--- config.mk ---
export PLATFORM = sky130hd
export DESIGN_NAME = cdc_bit_guard
export DESIGN_NICKNAME = d
export VERILOG_FILES = /design/src/rtl/cdc_bit_guard_pkg.sv /design/src/rtl/cdc_bit_sync.sv /design/src/rtl/cdc_bit_monitor.sv /design/src/rtl/cdc_bit_guard.sv
export SDC_FILE = /design/constraint.sdc
export NUM_CORES = 1
export LEC_CHECK = 0
export ABC_AREA = 1
export BUFFER_PORTS_ARGS = -buffer_cell sky130_fd_sc_hd__buf_2
export CAP_MARGIN = 0
export CORE_AREA = 2 2 39 41
export DETAILED_ROUTE_END_ITERATION = 8
export DIE_AREA = 0 0 41 43
export PLACE_DENSITY = 0.48
export REMOVE_ABC_BUFFERS = 1
export SYNTH_ARGS = -nofsm -noshare
export SYNTH_HDL_FRONTEND = slang
export SYNTH_HIERARCHICAL = 1
export SYNTH_SLANG_ARGS = --single-unit
--- constraint.sdc ---
create_clock -name clk_dst -period 1.1 [get_ports clk_dst]
set_clock_uncertainty 0.05 [all_clocks]
set_input_delay 0.11 -clock clk_dst [delete_from_list [all_inputs] [get_ports clk_dst]]
set_output_delay 0.11 -clock clk_dst [all_outputs]
set_load 0.01 [all_outputs]
--- src/rtl/cdc_bit_guard_pkg.sv ---
package cdc_bit_guard_pkg;

    localparam int SYNC_DEPTH = 2;

    typedef enum logic [1:0] {
        MS_SETTLED = 2'd0,
        MS_FRESH   = 2'd1,
        MS_SECOND  = 2'd2
    } mon_state_e;

endpackage

--- src/rtl/cdc_bit_sync.sv ---
module cdc_bit_sync #(
    parameter int   DEPTH     = 2,
    parameter logic RST_LEVEL = 1'b0
) (
    input  logic clk,
    input  logic rst_n,
    input  logic din,
    output logic first_o,
    output logic dout
);

    logic [DEPTH-1:0] stg_q;

    always_ff @(posedge clk or negedge rst_n) begin
        if (!rst_n) begin
            stg_q <= {DEPTH{RST_LEVEL}};
        end else begin
            stg_q <= {stg_q[DEPTH-2:0], din};
        end
    end

    assign first_o = stg_q[0];
    assign dout    = stg_q[DEPTH-1];

endmodule

--- src/rtl/cdc_bit_monitor.sv ---
module cdc_bit_monitor
    import cdc_bit_guard_pkg::*;
#(
    parameter logic RST_LEVEL = 1'b0
) (
    input  logic clk,
    input  logic rst_n,
    input  logic din,
    input  logic clr,
    output logic copy_o,
    output logic short_o,
    output logic hold_o
);

    logic       samp_q;
    logic       prev_q;
    logic       chg;
    logic       set_short;
    logic       set_hold;
    logic       short_q;
    logic       hold_q;
    mon_state_e st_q;
    mon_state_e st_d;

    // private sample pair, separate from the synchronizer chain
    always_ff @(posedge clk or negedge rst_n) begin
        if (!rst_n) begin
            samp_q <= RST_LEVEL;
            prev_q <= RST_LEVEL;
        end else begin
            samp_q <= din;
            prev_q <= samp_q;
        end
    end

    assign chg = samp_q ^ prev_q;

    // state register
    always_ff @(posedge clk or negedge rst_n) begin
        if (!rst_n) begin
            st_q <= MS_SETTLED;
        end else begin
            st_q <= st_d;
        end
    end

    // next state and error detection
    always_comb begin
        st_d      = st_q;
        set_short = 1'b0;
        set_hold  = 1'b0;
        unique case (st_q)
            MS_SETTLED: begin
                if (chg) st_d = MS_FRESH;
            end
            MS_FRESH: begin
                if (chg) begin
                    set_short = 1'b1;
                    st_d      = MS_FRESH;
                end else begin
                    st_d = MS_SECOND;
                end
            end
            MS_SECOND: begin
                if (chg) begin
                    set_hold = 1'b1;
                    st_d     = MS_FRESH;
                end else begin
                    st_d = MS_SETTLED;
                end
            end
            default: st_d = MS_SETTLED;
        endcase
    end

    // sticky flag outputs
    always_ff @(posedge clk or negedge rst_n) begin
        if (!rst_n) begin
            short_q <= 1'b0;
            hold_q  <= 1'b0;
        end else begin
            short_q <= set_short | (short_q & ~clr);
            hold_q  <= set_hold  | (hold_q  & ~clr);
        end
    end

    assign copy_o  = samp_q;
    assign short_o = short_q;
    assign hold_o  = hold_q;

    AST_SHORT_STICKY: assert property (@(posedge clk) disable iff (!rst_n)
        short_o && !clr |=> short_o);
    AST_HOLD_STICKY: assert property (@(posedge clk) disable iff (!rst_n)
        hold_o && !clr |=> hold_o);
    AST_SHORT_CAUSE: assert property (@(posedge clk) disable iff (!rst_n)
        $past(rst_n, 1) && $past(rst_n, 2) && $past(rst_n, 3) && $past(rst_n, 4)
        && $rose(short_o)
        |-> ($past(din, 2) != $past(din, 3)) && ($past(din, 3) != $past(din, 4)));
    AST_HOLD_CAUSE: assert property (@(posedge clk) disable iff (!rst_n)
        $past(rst_n, 1) && $past(rst_n, 2) && $past(rst_n, 3) && $past(rst_n, 4)
        && $past(rst_n, 5) && $rose(hold_o)
        |-> ($past(din, 2) != $past(din, 3)) && ($past(din, 3) == $past(din, 4))
            && ($past(din, 4) != $past(din, 5)));
    AST_STATE_LEGAL: assert property (@(posedge clk) disable iff (!rst_n)
        st_q != 2'd3);

endmodule

--- src/rtl/cdc_bit_guard.sv ---
module cdc_bit_guard
    import cdc_bit_guard_pkg::*;
#(
    parameter logic RST_LEVEL = 1'b0
) (
    input  logic clk_dst,
    input  logic rst_dst_n,
    input  logic async_in,
    input  logic err_clr,
    output logic sync_out,
    output logic err_short,
    output logic err_hold
);

    logic sync_first;
    logic mon_copy;

    cdc_bit_sync #(
        .DEPTH     (SYNC_DEPTH),
        .RST_LEVEL (RST_LEVEL)
    ) u_sync (
        .clk     (clk_dst),
        .rst_n   (rst_dst_n),
        .din     (async_in),
        .first_o (sync_first),
        .dout    (sync_out)
    );

    cdc_bit_monitor #(
        .RST_LEVEL (RST_LEVEL)
    ) u_mon (
        .clk     (clk_dst),
        .rst_n   (rst_dst_n),
        .din     (async_in),
        .clr     (err_clr),
        .copy_o  (mon_copy),
        .short_o (err_short),
        .hold_o  (err_hold)
    );

    AST_COPY_MATCH: assert property (@(posedge clk_dst) disable iff (!rst_dst_n)
        sync_first == mon_copy);
    AST_OUT_LAG: assert property (@(posedge clk_dst) disable iff (!rst_dst_n)
        $past(rst_dst_n, 1) && $past(rst_dst_n, 2) |-> sync_out == $past(async_in, 2));

endmodule

==> results.txt <==
The placer congestion estimate came out at 0.598. The longest individual stage delay on the worst path came out at 360 ps. STA puts the critical path data required time at 940 ps. Setup repair after global routing left no endpoint under its margin.

The number of nets with antenna violations after routing is 0. Clock tree synthesis inserted a total of 3 buffers. The portion of total power attributed to sequential cells came out at a little over half. The final critical path time including I/O delays and setup is 902 ps. The number of cells upsized or downsized after cts came out at 0. The clock network burns 34.9% of the power. The synthesis-to-finish area growth came out at 32.5%. The die area came out at around 1800 sq um. The maximum number of pins on one net before global-route repair is 9. The average size of a mapped cell is 10.2 sq um. The remaining max-slew budget at the tightest pin is 88.1%.

At the later pin of the worst-skew pair, clock insertion delay measures between 200 and 250 ps. The final net count is 45. In this run the most critical hold path is launched from err_clr. The max-cap check violation count is 0. The part of the cycle the worst path needs is 82.0%. For this run, the total global-route usage over all layers was measured as approximately 6.2%.

The number of synthesis warnings is 6. The final number of hold-violating endpoints is 0. The cell type group with the largest total delay on the critical path is flip-flops. Synthesis inferred 8 register bits. The tree is rooted in a clkbuf_4. VDD sags by at most ~0.00074 V. The first routing iteration left 2 violations. The total power per unit cell area is 1600 nW/um^2. The sequential-to-total area share from yosys stat is 70.2%. The run finished with clean final reports. The switching power summed over all nets came out at 135 uW.

The global-route congestion overflow total is 0. Of all nets on the critical path, the largest fanout is 2. The number of inserted diodes is 0. The internal power contribution is 471 uW. The synthesized instance count came out at 28. The cell row count came out at 14. Traced cell by cell, the critical path runs through buf_2.

The number of clock sinks came out at 8. The arrival time of data at the critical path endpoint is 740 ps. By startpoint and endpoint, the worst setup path is classified as reg2out.

After detailed routing, the number of remaining DRC violations is 0. Setup violations remaining at the end of the flow were counted as 0. The net switching fraction of the power came out at 22.3%. The most critical setup path has its startpoint at u_mon/hold_o. The clock-pin slew on the worst setup and hold paths is ~50 ps.

The post-synthesis cell area came out at 285 sq um. For this block, the routed nets add up to 431 um of wire. The leakage power figure came out at 0.214 nW.

The final-report max-slew violation count was 0. The post-route setup TNS is 0 ps. The number of global-route vias before repair came out at 164. Per report_power, the combinational group accounts for 10.6% of the total. The ratio of routed vias to standard cells came out at 3.58.

The count of unique library cells instantiated by Yosys is 7. The floorplan step set the die height to approximately 43 um. The nature of the critical path endpoint is a primary output.

The worst register-to-register path begins at u_mon/copy_o. The overall die width came out at 41 um. Once detailed placement completed, the half-perimeter wirelength came to ~310 um. The achievable clock frequency came out at 1110 MHz. The detailed-router iteration count before antenna repair is 2.

The total number of vias is between 150 and 200. The launching element type of the critical path is a flip-flop. The slowest stage of the critical path belongs to the cell dfrtp_1.

TritonCTS built the clock tree. After floorplanning, the core was sized to cover 1380 sq um. The clock passes through at most 2 buffers.

The transition time at the pin with the least slew margin came out at 178 ps. The min-delay analysis places its worst path in the category in2reg. The final worst hold slack is 75.9 ps. The critical path buffer and inverter count came out at 1. CTS built an H-tree with a depth of 1. The wire length of the first global-routing pass is 634 um. The count of buffers inserted at the top-level ports is 6. The average routed wire per standard cell came out at a little under 8 um. The fill cell total of the finished layout is 138. The share of layout cells above drive strength 1 came out at 28.2%. The effective utilization at floorplan is approximately a fifth.

The initial antenna violation count came out at 0. The number of top-level pins is 7.
[per-layer routing]
metal  vias to the layer above  part of all wire, %  GRT usage, %
met3                         0                   11          7.85
met2                         9                   38          7.50
li1                        106                    -             -
met1                        82                   51          7.31
met5                         -                    0             0
met4                         0                    0             0
[power groups by stage]
stage	logic [mW]	clock network (mW)	registers, mW
6_report	0.0640	0.211	0.330
5_1_grt	0.0738	0.237	0.333
4_1_cts	0.0654	0.229	0.330
3_5_place_dp	0.0600	0	0.335
3_3_place_gp	0.0591	0	0.335
2_1_floorplan	0.0273	0	0.340
[placed cells by master, fill, tap and decap left out, drive strengths merged]
cell type    count
dfrtp            8
clkbuf           3
inv              6
and2             1
dlygate4sd3      2
buf              6
nand3            2
nand2            8
nor2             3
[cell usage after synthesis]
cell type	count	area share, %
inv_1	6	7.9
and2_1	1	2.2
nor2_1	3	3.9
nand2_2	2	4.4
nand3_1	2	3.5
dfrtp_1	8	70
nand2_1	6	7.9
[area by class of cell]
| type | instances | area (sq um) | share of cell area [%] |
|---|---|---|---|
| Tap cell | 16 | 20.0 | 5.30 |
| Timing Repair Buffer | 8 | 50.0 | 13.2 |
| Multi-Input combinational cell | 14 | 62.6 | 16.6 |
| Inverter | 6 | 22.5 | 5.96 |
| Clock buffer | 3 | 22.5 | 5.96 |
| Sequential cell | 8 | 200 | 53.0 |
[registers in the layout, indices dropped and copies added, names as in the netlist]
name,count
u_mon/prev_q,1
u_mon/st_q,2
u_sync/stg_q,2
u_mon/hold_o,1
u_mon/short_o,1
u_mon/copy_o,1
[what timing repair did]
item	4_1_cts	5_1_grt
endpoints found under the hold margin	10	0
buffers inserted	0	0
hold buffers	2	0
endpoints found under the setup margin	0	0
[path summary, 6_finish.rpt]
path	end	slack (ps)	cells after the start
min in group asynchronous	u_sync/stg_q[1]	180	2
max in group asynchronous	u_mon/prev_q	660	2
worst max register to register	u_mon/st_q[1]	240	3
worst min-delay path	u_mon/hold_o	80	4
worst max-delay path	err_hold	200	1
worst min register to register	u_sync/stg_q[1]	300	0
[cells by family after synthesis]
kind of cell | Yosys count | share of synthesized area, %
AND/OR/NAND/NOR | 14 | 21.9
buffers and inverters | 6 | 7.89
flip-flops | 8 | 70.2
[per-stage QoR]
stage	cells	worst slack, ps	cell area (sq um)	util [%]	power, mW
2_1_floorplan	28	285	285	-	0.367
3_3_place_gp	50	246	335	24.2	0.394
3_5_place_dp	50	241	335	24.2	0.395
4_1_cts	55	182	378	27.3	0.625
5_1_grt	55	158	378	27.3	0.644
6_report	55	198	378	27.3	0.606
No activity file was read; power rests on OpenSTA's default activity.
